**src/rtl/maskirq_pkg.sv**
```systemverilog
package maskirq_pkg;

  // Register selected by a decoded access.
  typedef enum logic [1:0] {
    SEL_NONE = 2'd0,
    SEL_VEC  = 2'd1,
    SEL_MASK = 2'd2
  } reg_sel_e;

  // Byte offsets of the two registers on the 16-bit access port.
  localparam int unsigned OFF_VECTOR = 0;
  localparam int unsigned OFF_MASK   = 2;

endpackage

```
**src/rtl/maskirq_src_sample.sv**
```systemverilog
module maskirq_src_sample #(
  parameter int unsigned N_SRC = 16
) (
  input  logic             clk,
  input  logic             rst_n,
  input  logic [N_SRC-1:0] req_i,
  output logic [N_SRC-1:0] src_d_o,
  output logic [N_SRC-1:0] src_q_o
);

  logic [N_SRC-1:0] src_d;
  logic [N_SRC-1:0] src_q;
  logic             past_ok_q;

  // Level follower: the next state is the present line level.
  always_comb begin
    src_d = req_i;
  end

  always_ff @(posedge clk or negedge rst_n) begin
    if (!rst_n) begin
      src_q     <= '0;
      past_ok_q <= 1'b0;
    end else begin
      src_q     <= src_d;
      past_ok_q <= 1'b1;
    end
  end

  assign src_d_o = src_d;
  assign src_q_o = src_q;

  // the source register mirrors the line levels seen one edge earlier
  p_src_follow_r1: assert property (@(posedge clk) disable iff (!rst_n)
    past_ok_q |-> (src_q == $past(req_i)));

endmodule

```
**src/rtl/maskirq_mask_reg.sv**
```systemverilog
module maskirq_mask_reg #(
  parameter int unsigned        N_SRC    = 16,
  parameter int unsigned        DATA_W   = 16,
  parameter logic [N_SRC-1:0]   MASK_RST = 16'h0010
) (
  input  logic              clk,
  input  logic              rst_n,
  input  logic              load_i,
  input  logic [DATA_W-1:0] wdata_i,
  output logic [N_SRC-1:0]  mask_d_o,
  output logic [N_SRC-1:0]  mask_q_o
);

  logic [N_SRC-1:0] mask_d;
  logic [N_SRC-1:0] mask_q;

  always_comb begin
    mask_d = mask_q;
    if (load_i) begin
      mask_d = wdata_i[N_SRC-1:0];
    end
  end

  always_ff @(posedge clk or negedge rst_n) begin
    if (!rst_n) begin
      mask_q <= MASK_RST;
    end else if (load_i) begin
      mask_q <= mask_d;
    end
  end

  assign mask_d_o = mask_d;
  assign mask_q_o = mask_q;

  // a decoded mask write lands in the register at that edge
  p_mask_load_r4: assert property (@(posedge clk) disable iff (!rst_n)
    load_i |=> (mask_q == $past(wdata_i[N_SRC-1:0])));

  // without a decoded mask write the mask keeps its value
  p_mask_hold_r7: assert property (@(posedge clk) disable iff (!rst_n)
    !load_i |=> $stable(mask_q));

endmodule

```
**src/rtl/maskirq_lowest_enc.sv**
```systemverilog
module maskirq_lowest_enc #(
  parameter int unsigned N_SRC     = 16,
  parameter int unsigned DATA_W    = 16,
  parameter int unsigned VEC_SHIFT = 2
) (
  input  logic [N_SRC-1:0]  pend_i,
  output logic [DATA_W-1:0] code_o
);

  // below[i] is set when any lower-numbered bit is pending.
  logic [N_SRC-1:0] below;
  logic [N_SRC-1:0] hit;

  assign below[0] = 1'b0;

  genvar g;
  generate
    for (g = 1; g < N_SRC; g++) begin : g_chain
      assign below[g] = below[g-1] | pend_i[g-1];
    end
  endgenerate

  // At most one bit of hit is set: the lowest pending source.
  assign hit = pend_i & ~below;

  always_comb begin
    code_o = '0;
    for (int i = 0; i < N_SRC; i++) begin
      if (hit[i]) begin
        code_o = code_o | DATA_W'((i + 1) << VEC_SHIFT);
      end
    end
  end

endmodule

```
**src/rtl/maskirq_port.sv**
```systemverilog
module maskirq_port
  import maskirq_pkg::*;
#(
  parameter int unsigned N_SRC  = 16,
  parameter int unsigned DATA_W = 16,
  parameter int unsigned ADDR_W = 12
) (
  input  logic              clk,
  input  logic              rst_n,
  input  logic [ADDR_W-1:0] addr_i,
  input  logic              rd_i,
  input  logic              wr_i,
  input  logic [DATA_W-1:0] vec_code_i,
  input  logic [N_SRC-1:0]  mask_q_i,
  output logic              mask_load_o,
  output logic [DATA_W-1:0] rdata_o
);

  reg_sel_e          sel;
  logic [DATA_W-1:0] rd_mux;
  logic [DATA_W-1:0] rdata_d;
  logic [DATA_W-1:0] rdata_q;

  always_comb begin
    if (addr_i == ADDR_W'(OFF_VECTOR)) begin
      sel = SEL_VEC;
    end else if (addr_i == ADDR_W'(OFF_MASK)) begin
      sel = SEL_MASK;
    end else begin
      sel = SEL_NONE;
    end
  end

  // Only the mask offset accepts writes; the vector offset is read-only.
  assign mask_load_o = wr_i && (sel == SEL_MASK);

  always_comb begin
    unique case (sel)
      SEL_VEC:  rd_mux = vec_code_i;
      SEL_MASK: rd_mux = DATA_W'(mask_q_i);
      default:  rd_mux = '0;
    endcase
  end

  always_comb begin
    rdata_d = rd_i ? rd_mux : '0;
  end

  always_ff @(posedge clk or negedge rst_n) begin
    if (!rst_n) begin
      rdata_q <= '0;
    end else begin
      rdata_q <= rdata_d;
    end
  end

  assign rdata_o = rdata_q;

  // no read strobe, no read data in the next cycle
  p_rdata_idle_r9: assert property (@(posedge clk) disable iff (!rst_n)
    !rd_i |=> (rdata_o == '0));

  // undefined offsets read back as zero
  p_undef_read_r6: assert property (@(posedge clk) disable iff (!rst_n)
    (rd_i && (sel == SEL_NONE)) |=> (rdata_o == '0));

  // a mask read returns the mask as held before that edge
  p_mask_read_r4: assert property (@(posedge clk) disable iff (!rst_n)
    (rd_i && (sel == SEL_MASK)) |=> (rdata_o == DATA_W'($past(mask_q_i))));

endmodule

```
**src/rtl/maskirq_ctrl.sv**
```systemverilog
module maskirq_ctrl
  import maskirq_pkg::*;
#(
  parameter int unsigned      N_SRC     = 16,
  parameter int unsigned      DATA_W    = 16,
  parameter int unsigned      ADDR_W    = 12,
  parameter int unsigned      VEC_SHIFT = 2,
  parameter logic [N_SRC-1:0] MASK_RST  = 16'h0010
) (
  input  logic              clk,
  input  logic              rst_n,
  input  logic [N_SRC-1:0]  irq_req_i,
  input  logic [ADDR_W-1:0] acc_addr_i,
  input  logic              acc_rd_i,
  input  logic              acc_wr_i,
  input  logic [DATA_W-1:0] acc_wdata_i,
  output logic [DATA_W-1:0] acc_rdata_o,
  output logic              irq_o
);

  logic [N_SRC-1:0]  src_d;
  logic [N_SRC-1:0]  src_q;
  logic [N_SRC-1:0]  mask_d;
  logic [N_SRC-1:0]  mask_q;
  logic [N_SRC-1:0]  pend;
  logic [DATA_W-1:0] vec_code;
  logic              mask_load;
  logic              irq_d;
  logic              irq_q;

  maskirq_src_sample #(.N_SRC(N_SRC)) u_src (
    .clk     (clk),
    .rst_n   (rst_n),
    .req_i   (irq_req_i),
    .src_d_o (src_d),
    .src_q_o (src_q)
  );

  maskirq_mask_reg #(
    .N_SRC    (N_SRC),
    .DATA_W   (DATA_W),
    .MASK_RST (MASK_RST)
  ) u_mask (
    .clk      (clk),
    .rst_n    (rst_n),
    .load_i   (mask_load),
    .wdata_i  (acc_wdata_i),
    .mask_d_o (mask_d),
    .mask_q_o (mask_q)
  );

  assign pend = src_q & mask_q;

  maskirq_lowest_enc #(
    .N_SRC     (N_SRC),
    .DATA_W    (DATA_W),
    .VEC_SHIFT (VEC_SHIFT)
  ) u_enc (
    .pend_i (pend),
    .code_o (vec_code)
  );

  maskirq_port #(
    .N_SRC  (N_SRC),
    .DATA_W (DATA_W),
    .ADDR_W (ADDR_W)
  ) u_port (
    .clk         (clk),
    .rst_n       (rst_n),
    .addr_i      (acc_addr_i),
    .rd_i        (acc_rd_i),
    .wr_i        (acc_wr_i),
    .vec_code_i  (vec_code),
    .mask_q_i    (mask_q),
    .mask_load_o (mask_load),
    .rdata_o     (acc_rdata_o)
  );

  // The output flop is fed from next-state values, so it lines up with the
  // source and mask registers and carries no combinational glitches.
  always_comb begin
    irq_d = |(src_d & mask_d);
  end

  always_ff @(posedge clk or negedge rst_n) begin
    if (!rst_n) begin
      irq_q <= 1'b0;
    end else begin
      irq_q <= irq_d;
    end
  end

  assign irq_o = irq_q;

  // the output agrees with the held source and mask every cycle
  p_irq_level_r2: assert property (@(posedge clk) disable iff (!rst_n)
    irq_o == (|(src_q & mask_q)));

  // the vector code is zero exactly when nothing enabled is pending
  p_vec_none_r3: assert property (@(posedge clk) disable iff (!rst_n)
    (vec_code == '0) == (pend == '0));

endmodule

```
**config.mk**
```make
export PLATFORM = sky130hd
export DESIGN_NAME = maskirq_ctrl
export DESIGN_NICKNAME = d
export VERILOG_FILES = /design/src/rtl/maskirq_pkg.sv /design/src/rtl/maskirq_src_sample.sv /design/src/rtl/maskirq_mask_reg.sv /design/src/rtl/maskirq_lowest_enc.sv /design/src/rtl/maskirq_port.sv /design/src/rtl/maskirq_ctrl.sv
export SDC_FILE = /design/constraint.sdc
export NUM_CORES = 1
export LEC_CHECK = 0
export BUFFER_PORTS_ARGS = -buffer_cell sky130_fd_sc_hd__clkbuf_2
export CORE_UTILIZATION = 53
export CTS_CLUSTER_DIAMETER = 30
export DETAILED_ROUTE_END_ITERATION = 10
export PLACE_DENSITY = 0.79
export SLEW_MARGIN = 20
export SYNTH_ARGS = -nofsm -noshare
export SYNTH_HDL_FRONTEND = slang
export SYNTH_HIERARCHICAL = 1
export SYNTH_SLANG_ARGS = --single-unit
```
**constraint.sdc**
```tcl
create_clock -name clk -period 1.85 [get_ports clk]
set_clock_uncertainty 0.2 [all_clocks]
set_input_delay 0.37 -clock clk [delete_from_list [all_inputs] [get_ports clk]]
set_output_delay 0.37 -clock clk [all_outputs]
set_load 0.005 [all_outputs]
```
* Yosys cells after proc, flatten, opt, wreduce, memory -nomap -nowiden *
Cells that the tools add are included.

cells by class
  equality and inequality tests = 3
  multiplexer cells = 21
  bitwise logic cells = 18
  reductions and logical operators = 3

operator list
  kind                 number
  $and 16x16->16       3
  $mux 6               8
  $mux 16              2
  $pmux 16 s2          1
  $mux 5               4
  $not 16->16          1
  $reduce_or 16->1     1
  $or 1x1->1           14
  $eq 12x2->1 const B  1
  $logic_not 12->1     1
  $mux 4               2
  $mux 7               1
  $mux 2               2
  $mux 3               1
  $eq 2x1->1 const B   1
  $eq 2x2->1 const B   1
  $logic_and 1x1->1    1

storage, ports and cells
  flip-flop bits (word level) = 49
  output and inout bits = 17
  logic and storage cells = 49

* Longest topological paths before layout *
Gate-level depths: netlist of run 1.

  depth in word-level cells = 35
  depth in mapped cells = 10

* Cells and area by module *
Netlist of run 1, hierarchy kept.

modules (own cells, without submodules)
  module              instances  cells an instance  area each (um^2)  seq. area each (um^2)
  maskirq_mask_reg    1          52                 945.9             401.6
  maskirq_port        1          58                 696.9             400.4
  maskirq_src_sample  1          32                 520.5             400.4
  maskirq_lowest_enc  1          41                 274.0             0.0
  maskirq_ctrl        1          26                 226.5             25.0

* Worst setup path after synthesis of run 1 *
No wires, ideal clock.

  kind = input to register
  start = in acc_addr_i[1]
  end = reg irq_q (netlist: irq_o)
  arrival time = 2.097 ns
  data required time = 1.513 ns
  setup slack = -0.584 ns
  cell stages on the path = 10
  path buffers = 4
  cells stage by stage = buf_2 > buf_2 > nand3_1 > nor2_1 > buf_6 > buf_12 > mux2_4 > a22o_1 > a221oi_2 > nand4_1

between the ends
  word-level cells in the longest chain between the ends = 8
  elaborated cells between the ends (all ways) = 9
  classes of those cells = 2 x eq/ne; 3 x mux; 1 x bitwise; 3 x reduce/logical

ends and longest elaborated chain
  what                    line                    text
  start: declaration      maskirq_ctrl.sv:13      input logic [ADDR_W-1:0] acc_addr_i,
  $eq 12x2->1             maskirq_port.sv:27      end else if (addr_i == ADDR_W'(OFF_MASK)) begin
  $mux 2                  maskirq_port.sv:27
  $mux 2 *                maskirq_port.sv:25      if (addr_i == ADDR_W'(OFF_VECTOR)) begin
  $eq 2x2->1 *            maskirq_port.sv:35      assign mask_load_o = wr_i && (sel == SEL_MASK);
  $logic_and 1x1->1 *     maskirq_port.sv:35
  net mask_load           maskirq_ctrl.sv:27      logic mask_load;
  $mux 16 *               maskirq_mask_reg.sv:19  if (load_i) begin
  net mask_d[5]           maskirq_ctrl.sv:23      logic [N_SRC-1:0] mask_d;
  $and 16x16->16 *        maskirq_ctrl.sv:82      irq_d = |(src_d & mask_d);
  $reduce_or 16->1 *      maskirq_ctrl.sv:82
  net irq_d               maskirq_ctrl.sv:28      logic irq_d;
  end signal: assignment  maskirq_ctrl.sv:89      irq_q <= irq_d;
  end: declaration        maskirq_ctrl.sv:29      logic irq_q;

Mark *: on every way through the listed nets, which the timed path passes. The rest lies on a longest branch.
A chain may end at the register's enable or synchronous reset.

* Worst setup path in the final report of run 1 *
  start = in acc_addr_i[5]
  end = reg irq_q (netlist: irq_o)

Same word-level chain as after synthesis.

==> impl_metrics.json, run 1 <==
{
  "die_w_um": 72.9,
  "rows": 25,
  "syn2layout_area_growth_pct": 25.4,
  "hp-class": "input pin to register",
  "p_sw_uw": 434,
  "finalSetupViolCount": 1,
  "grt.total_usage_pct": 23.8,
  "first_global_vias": 1949,
  "io_pins": 65,
  "r2r_start": "u_mask/mask_q_o[5]$_DFFE_PN0P_",
  "fin_nets": 345,
  "required_ps": 1820,
  "post_drt_wl_per_cell_um": 15.3,
  "holdWs_ps": 9.90,
  "cp-end-kind": "register",
  "p_per_area_nw_per_um2": 560,
  "globalplace.congestion": 0.829,
  "cts_made_buffers": 5,
  "drive_above_1_share_pct": 53.7,
  "grt_overflow": 0,
  "crit_type": "input pin to register",
  "fill_cells": 345,
  "pwr-share-seq_pct": 58.6,
  "whs_path_depth": 1,
  "core_area_um2": 4790,
  "clk_pin_slew_worst_paths_ps": 90,
  "rrSetupSlack_ps": 40,
  "synth_seq_cells": 49,
  "synth_edf_count": 0,
  "numPortBuffers": 64,
  "clock_latency_ps": 300,
  "cts_tree": "yes",
  "maxSlewViolCount": 0,
  "fmax_ghz": 0.471,
  "dp_hpwl_um": 4150,
  "start_util_pct": 55.7,
  "fin_crit_ps": 2120,
  "multi_input_area_um2": 1250,
  "crit_arrival_ps": 2100,
  "grt_max_degree": 22,
  "fp.dieH_um": 72.9,
  "ff2ff_path_depth": 7,
  "design_area_um2": 3340,
  "layout_worst_path_cycle_share_pct": 115,
  "routed_wirelength_um": 5590,
  "holdCritStartpoint": "irq_req_i[6]",
  "antenna_found_initial": 0,
  "viasPerCell": 5.01,
  "worstPathMaxFanout": 14,
  "avgSynthCellArea_um2": 12.7,
  "cts_root_buf": "clkbuf_8",
  "reg2reg_to": "u_port/rdata_o[2]$_DFF_PN0_",
  "vdd_drop_max_v": 0.000555,
  "p_comb_share_pct": 9.0,
  "start_kind": "input pin",
  "drc_errors": 0,
  "yosysUniqueCellTypes": 33,
  "status": "complete, but fails checks",
  "netlist_instances": 209,
  "fin_ws_ps": -275,
  "p_int_uw": 1440,
  "ys.flop_type": "dfrtp_1",
  "dr.pass1.iters": 4,
  "clockBufferDepth": 2,
  "violations": "negative setup slack",
  "drv_cap": 0,
  "max_stage_delay_ps": 300,
  "cts_htree_levels": 2,
  "min_to": "u_src/src_q_o[6]$_DFF_PN0_",
  "postRouteAntennaNets": 0,
  "drt_iter0_drc": 114,
  "critical_path.slowest_cell": "mux2_4",
  "netlist_area_um2": 2660,
  "yosys_warnings": 6,
  "place_area_um2": 3050,
  "critPathBufInv": 3,
  "finalHoldViolCount": 0,
  "final_common_cell": "clkbuf_2",
  "pwr-share-clk_pct": 32.4,
  "n_antenna_cell": 0,
  "cts_sinks": 49,
  "final_cell_mix": "clkbuf_2, dfrtp_1, mux2_4",
  "cp_top_family": "simple AND/OR/NAND/NOR gates",
  "p_leak_uw": 0.00171,
  "ys_seq_area_share_pct": 46.1,
  "die-area_um2": 5310,
  "switching_share_pct": 23.2,
  "num_vias": 1827,
  "grt_pass1_wl_um": 9330,
  "seq_area_um2": 1230,
  "async_flop_share_pct": 100,
  "rsz0062_at_grt": "yes",
  "crit_chain": "buf_6, nor4_4, nand3_2, nor2_4, buf_12, buf_4, mux2_4, a221oi_2, nand4_1"
}
logic make-up after synthesis:
kind of cell,after synthesis,synth area share (%)
buf+inv,37,11.5
simple gates,56,12.1
flops,49,46.1
mux,48,23.8
compound gates,18,6.39
other cells,1,0.141
power by group through the flow:
stage / Clock, uW / Sequential, uW / Combinational [uW]
2_1_floorplan: 0 / 1120 / 88.0
3_3_place_gp: 0 / 1120 / 148
3_5_place_dp: 0 / 1120 / 150
4_1_cts: 620 / 1100 / 166
5_1_grt: 673 / 1100 / 186
6_report: 606 / 1100 / 168
layout make-up:
cell class,count,share of cell area (%)
Multi-Input combinational cell,133,37.5
Sequential cell,49,36.7
Timing Repair Buffer,105,20.5
Tap cell,67,2.51
Clock buffer,6,2.17
Inverter,3,0.337
Clock inverter,2,0.300
cell usage after synthesis (all sizes together) (2+ instances only):
master,count,share of area [%]
and2,16,3.8
nor3,3,0.75
a21oi,2,0.38
dfrtp,48,45
a221oi,5,2.6
inv,3,0.42
mux2,32,18
o31ai,2,0.56
buf,34,11
nor4,4,2.2
a22o,4,1.3
nand2,3,0.52
nor2,26,3.7
nand4,2,0.70
mux2i,16,6.0
per-stage QoR:
step / total power (uW) / instances / setup slack, ps / TNS (ps) / util [%]
5_1_grt: 1960 / 365 / -324 / -469 / 69.8
3_3_place_gp: 1260 / 343 / -530 / -2540 / 63.7
4_1_cts: 1880 / 362 / -250 / -250 / 68.0
3_5_place_dp: 1270 / 343 / -601 / -3560 / 63.7
2_1_floorplan: 1200 / 219 / -391 / -391 / -
6_report: 1870 / 365 / -275 / -275 / 69.8
routing by layer:
metal | global-route usage [%] | part of all wire [%]
met1 | 29.8 | 40
met2 | 42.0 | 53
met3 | 4.97 | 5.6
met4 | 6.10 | 1.7
met5 | 0 | 0
state kept, by name (all words and copies together) (netlist names):
name / count
u_mask/mask_q_o: 16
u_port/rdata_o: 16
u_src/src_q_o: 16
irq_o: 1
worst max-delay path by stage:
stage | depth (start not counted) | slack, ps | to | from
global route | 9 | -320 | irq_o$_DFF_PN0_ | acc_addr_i[5]
detailed placement | 9 | -600 | irq_o$_DFF_PN0_ | acc_addr_i[5]
CTS | 9 | -250 | irq_o$_DFF_PN0_ | acc_addr_i[10]
finish | 9 | -270 | irq_o$_DFF_PN0_ | acc_addr_i[5]
global placement | 9 | -530 | irq_o$_DFF_PN0_ | acc_addr_i[5]
floorplan | 9 | -390 | irq_o$_DFF_PN0_ | acc_addr_i[5]
repair_timing:
action	in CTS	in global routing
endpoints found under the hold margin	19	0
gates resized for setup	4	21
pin swaps	1	8
cloned	0	0
buffers inserted	2	3
hold buffers	9	0
setup endpoints to repair	3	11
(Power assumes the default switching activity.)
==> run 2, diff against run 1 <==
--- a/config.mk
+++ b/config.mk
@@ -5,11 +5,12 @@
 export SDC_FILE = /design/constraint.sdc
 export NUM_CORES = 1
 export LEC_CHECK = 0
+export ABC_AREA = 1
 export BUFFER_PORTS_ARGS = -buffer_cell sky130_fd_sc_hd__clkbuf_2
-export CORE_UTILIZATION = 53
+export CORE_UTILIZATION = 54
 export CTS_CLUSTER_DIAMETER = 30
 export DETAILED_ROUTE_END_ITERATION = 10
-export PLACE_DENSITY = 0.79
+export PLACE_DENSITY = 0.8
 export SLEW_MARGIN = 20
 export SYNTH_ARGS = -nofsm -noshare
 export SYNTH_HDL_FRONTEND = slang
==> impl_metrics.json, run 2 <==
{
  "status": "finished, final reports clean",
  "reg2reg_to": "u_port/rdata_o[3]$_DFF_PN0_",
  "min_to": "u_mask/mask_q_o[4]$_DFFE_PN1P_",
  "drive_above_1_share_pct": 32.9,
  "rsz0062_at_grt": "yes",
  "ff2ff_path_depth": 11,
  "synth.area.mux_share_pct": 0,
  "yosys_warnings": 6,
  "grt_max_degree": 33,
  "crit_arrival_ps": 1810,
  "dr.pass1.iters": 5,
  "numPortBuffers": 64,
  "whs_path_depth": 3,
  "viasPerCell": 4.73,
  "layout_worst_path_cycle_share_pct": 96.3,
  "synth_compound_area_share_pct": 3.59,
  "num_vias": 2331,
  "vdd_drop_max_v": 0.000401,
  "drc_errors": 0,
  "p_per_area_nw_per_um2": 557,
  "synth_most_common_cell": "nand2_1",
  "fin_crit_ps": 1780,
  "grt_overflow": 0,
  "synth_top_area_share_pct": 43.7,
  "ys.flop_type": "dfrtp_1",
  "ys_seq_area_share_pct": 44.6,
  "grt_use_met1_pct": 28.6,
  "core_area_um2": 4820,
  "start_util_pct": 57.1,
  "synthTopCellsByCount": "nand2_1, dfrtp_1, nand3_1, inv_1, buf_4",
  "placed_cells": 460,
  "fill_cells": 402,
  "hp-class": "input pin to register",
  "dp_hpwl_um": 4140,
  "cts_root_buf": "clkbuf_8",
  "holdWs_ps": 54.3,
  "async_flop_share_pct": 100,
  "finalSetupViolCount": 0,
  "seq_area_um2": 1230,
  "final_cells": 493,
  "cts_made_buffers": 5,
  "n_antenna_cell": 0,
  "yosysUniqueCellTypes": 29,
  "drv_cap": 0,
  "cts_sinks": 49,
  "netlist_area_um2": 2750,
  "p_leak_uw": 0.00199,
  "final_cell_mix": "nand2_1, clkbuf_2, dfrtp_1",
  "required_ps": 1880,
  "synth-xor-area-share_pct": 0,
  "synth_top_family_by_area": "simple AND/OR/NAND/NOR gates",
  "grt.total_usage_pct": 23.0,
  "fin_nets": 473,
  "final_common_cell": "nand2_1",
  "die-area_um2": 5380,
  "crit_type": "register to register",
  "grtUsageMet3_pct": 4.25,
  "clockBufferDepth": 2,
  "netlist_instances": 344,
  "synthSimpleGateAreaFrac_pct": 35.1,
  "die_w_um": 73.4,
  "postRouteAntennaNets": 0,
  "r2r_start": "u_mask/mask_q_o[1]$_DFFE_PN0P_",
  "grt_pass1_wl_um": 9140,
  "yosysTopAreaCell": "dfrtp_1",
  "globalplace.congestion": 0.845,
  "routed_wirelength_um": 5800,
  "grt.met2_usage_pct": 39.8,
  "synth_area_leaders": "dfrtp_1, nand2_1, buf_4",
  "clock_latency_ps": 300,
  "yosys.area_share.adder_pct": 0,
  "multi_input_area_um2": 1190,
  "rrSetupSlack_ps": 70,
  "start_kind": "register",
  "syn2layout_area_growth_pct": 24.4,
  "drt_iter0_drc": 131,
  "cts_htree_levels": 2,
  "holdCritStartpoint": "acc_wdata_i[4]",
  "clk_pin_slew_worst_paths_ps": 90,
  "cts_tree": "yes",
  "fp.dieH_um": 73.4,
  "avgSynthCellArea_um2": 7.99,
  "cp-end-kind": "register",
  "maxSlewViolCount": 0,
  "synth_edf_count": 0,
  "rows": 25,
  "synth_seq_cells": 49,
  "worstPathMaxFanout": 3,
  "first_global_vias": 2068,
  "busiest_layer": "met2",
  "post_drt_wl_per_cell_um": 11.8,
  "finalHoldViolCount": 0,
  "fmax_ghz": 0.562,
  "io_pins": 65,
  "antenna_found_initial": 0
}
==> run 2: through the flow <==
step | worst slack, ps | setup TNS (ps) | area, um2 | total power [uW] | util (%)
2_1_floorplan | -152 | -152 | 2820 | 1190 | -
4_1_cts | 7.11 | 0 | 3290 | 1900 | 68.2
3_3_place_gp | -40.1 | -40.1 | 3040 | 1240 | 63.0
6_report | 69.2 | 0 | 3420 | 1900 | 71.0
5_1_grt | -31.5 | -111 | 3420 | 1970 | 71.0
3_5_place_dp | -71.1 | -71.1 | 3040 | 1250 | 63.0
==> run 2: worst max path at each step <==
stage | from | endpoint | slack [ps] | cells past startpoint
6_report | u_mask/mask_q_o[1]$_DFFE_PN0P_ | u_port/rdata_o[3]$_DFF_PN0_ | 70 | 11
4_1_cts | u_mask/mask_q_o[1]$_DFFE_PN0P_ | u_port/rdata_o[3]$_DFF_PN0_ | 7 | 11
5_1_grt | u_mask/mask_q_o[3]$_DFFE_PN0P_ | u_port/rdata_o[3]$_DFF_PN0_ | -30 | 11
2_1_floorplan | acc_addr_i[5] | irq_o$_DFF_PN0_ | -150 | 16
3_5_place_dp | acc_addr_i[3] | irq_o$_DFF_PN0_ | -70 | 14
3_3_place_gp | acc_addr_i[5] | irq_o$_DFF_PN0_ | -40 | 12
==> run 2: report_power, final <==
part	switching [uW]	internal [uW]	total, uW
combinational	79.6	80.0	160
clock	343	305	649
sequential	6.47	1090	1100
==> run 2: what timing repair did <==
action	4_1_cts	5_1_grt
endpoints found under the hold margin	28	1
gates resized for setup	0	17
setup endpoints to repair	0	4
setup buffers	0	8
hold buffers	16	1
==> run 2: layer usage <==
metal	up-vias	wire length, um
met4	0	111
li1	1181	-
met5	-	0
met1	1063	2480
met2	76	2970
met3	11	241
==> run 2: cell type report <==
type                       count  share of cell area (%)
tap                           67                    2.45
multi-input combinational    227                    34.9
clock buffer                   8                    2.63
inverter                      42                    4.90
sequential                    49                    35.9
timing repair buffer         100                    19.2
==> run 2: critical path, cell delays in order (launching register included) <==
cell and delay [ps]:
dfrtp_1 390, nand2_1 80, inv_1 80, nor2_4 110, nand2_2 100, inv_2 90, nand2_4 60, nor2_4 150
nand4_4 120, nand3_2 110, nand3_2 70, a21oi_2 130
==> run 2: cells by family after synthesis <==
family / after synthesis
AO/OA/AOI/OAI: 19
other: 1
buffers and inverters: 78
flip-flops: 49
AND/OR/NAND/NOR: 197
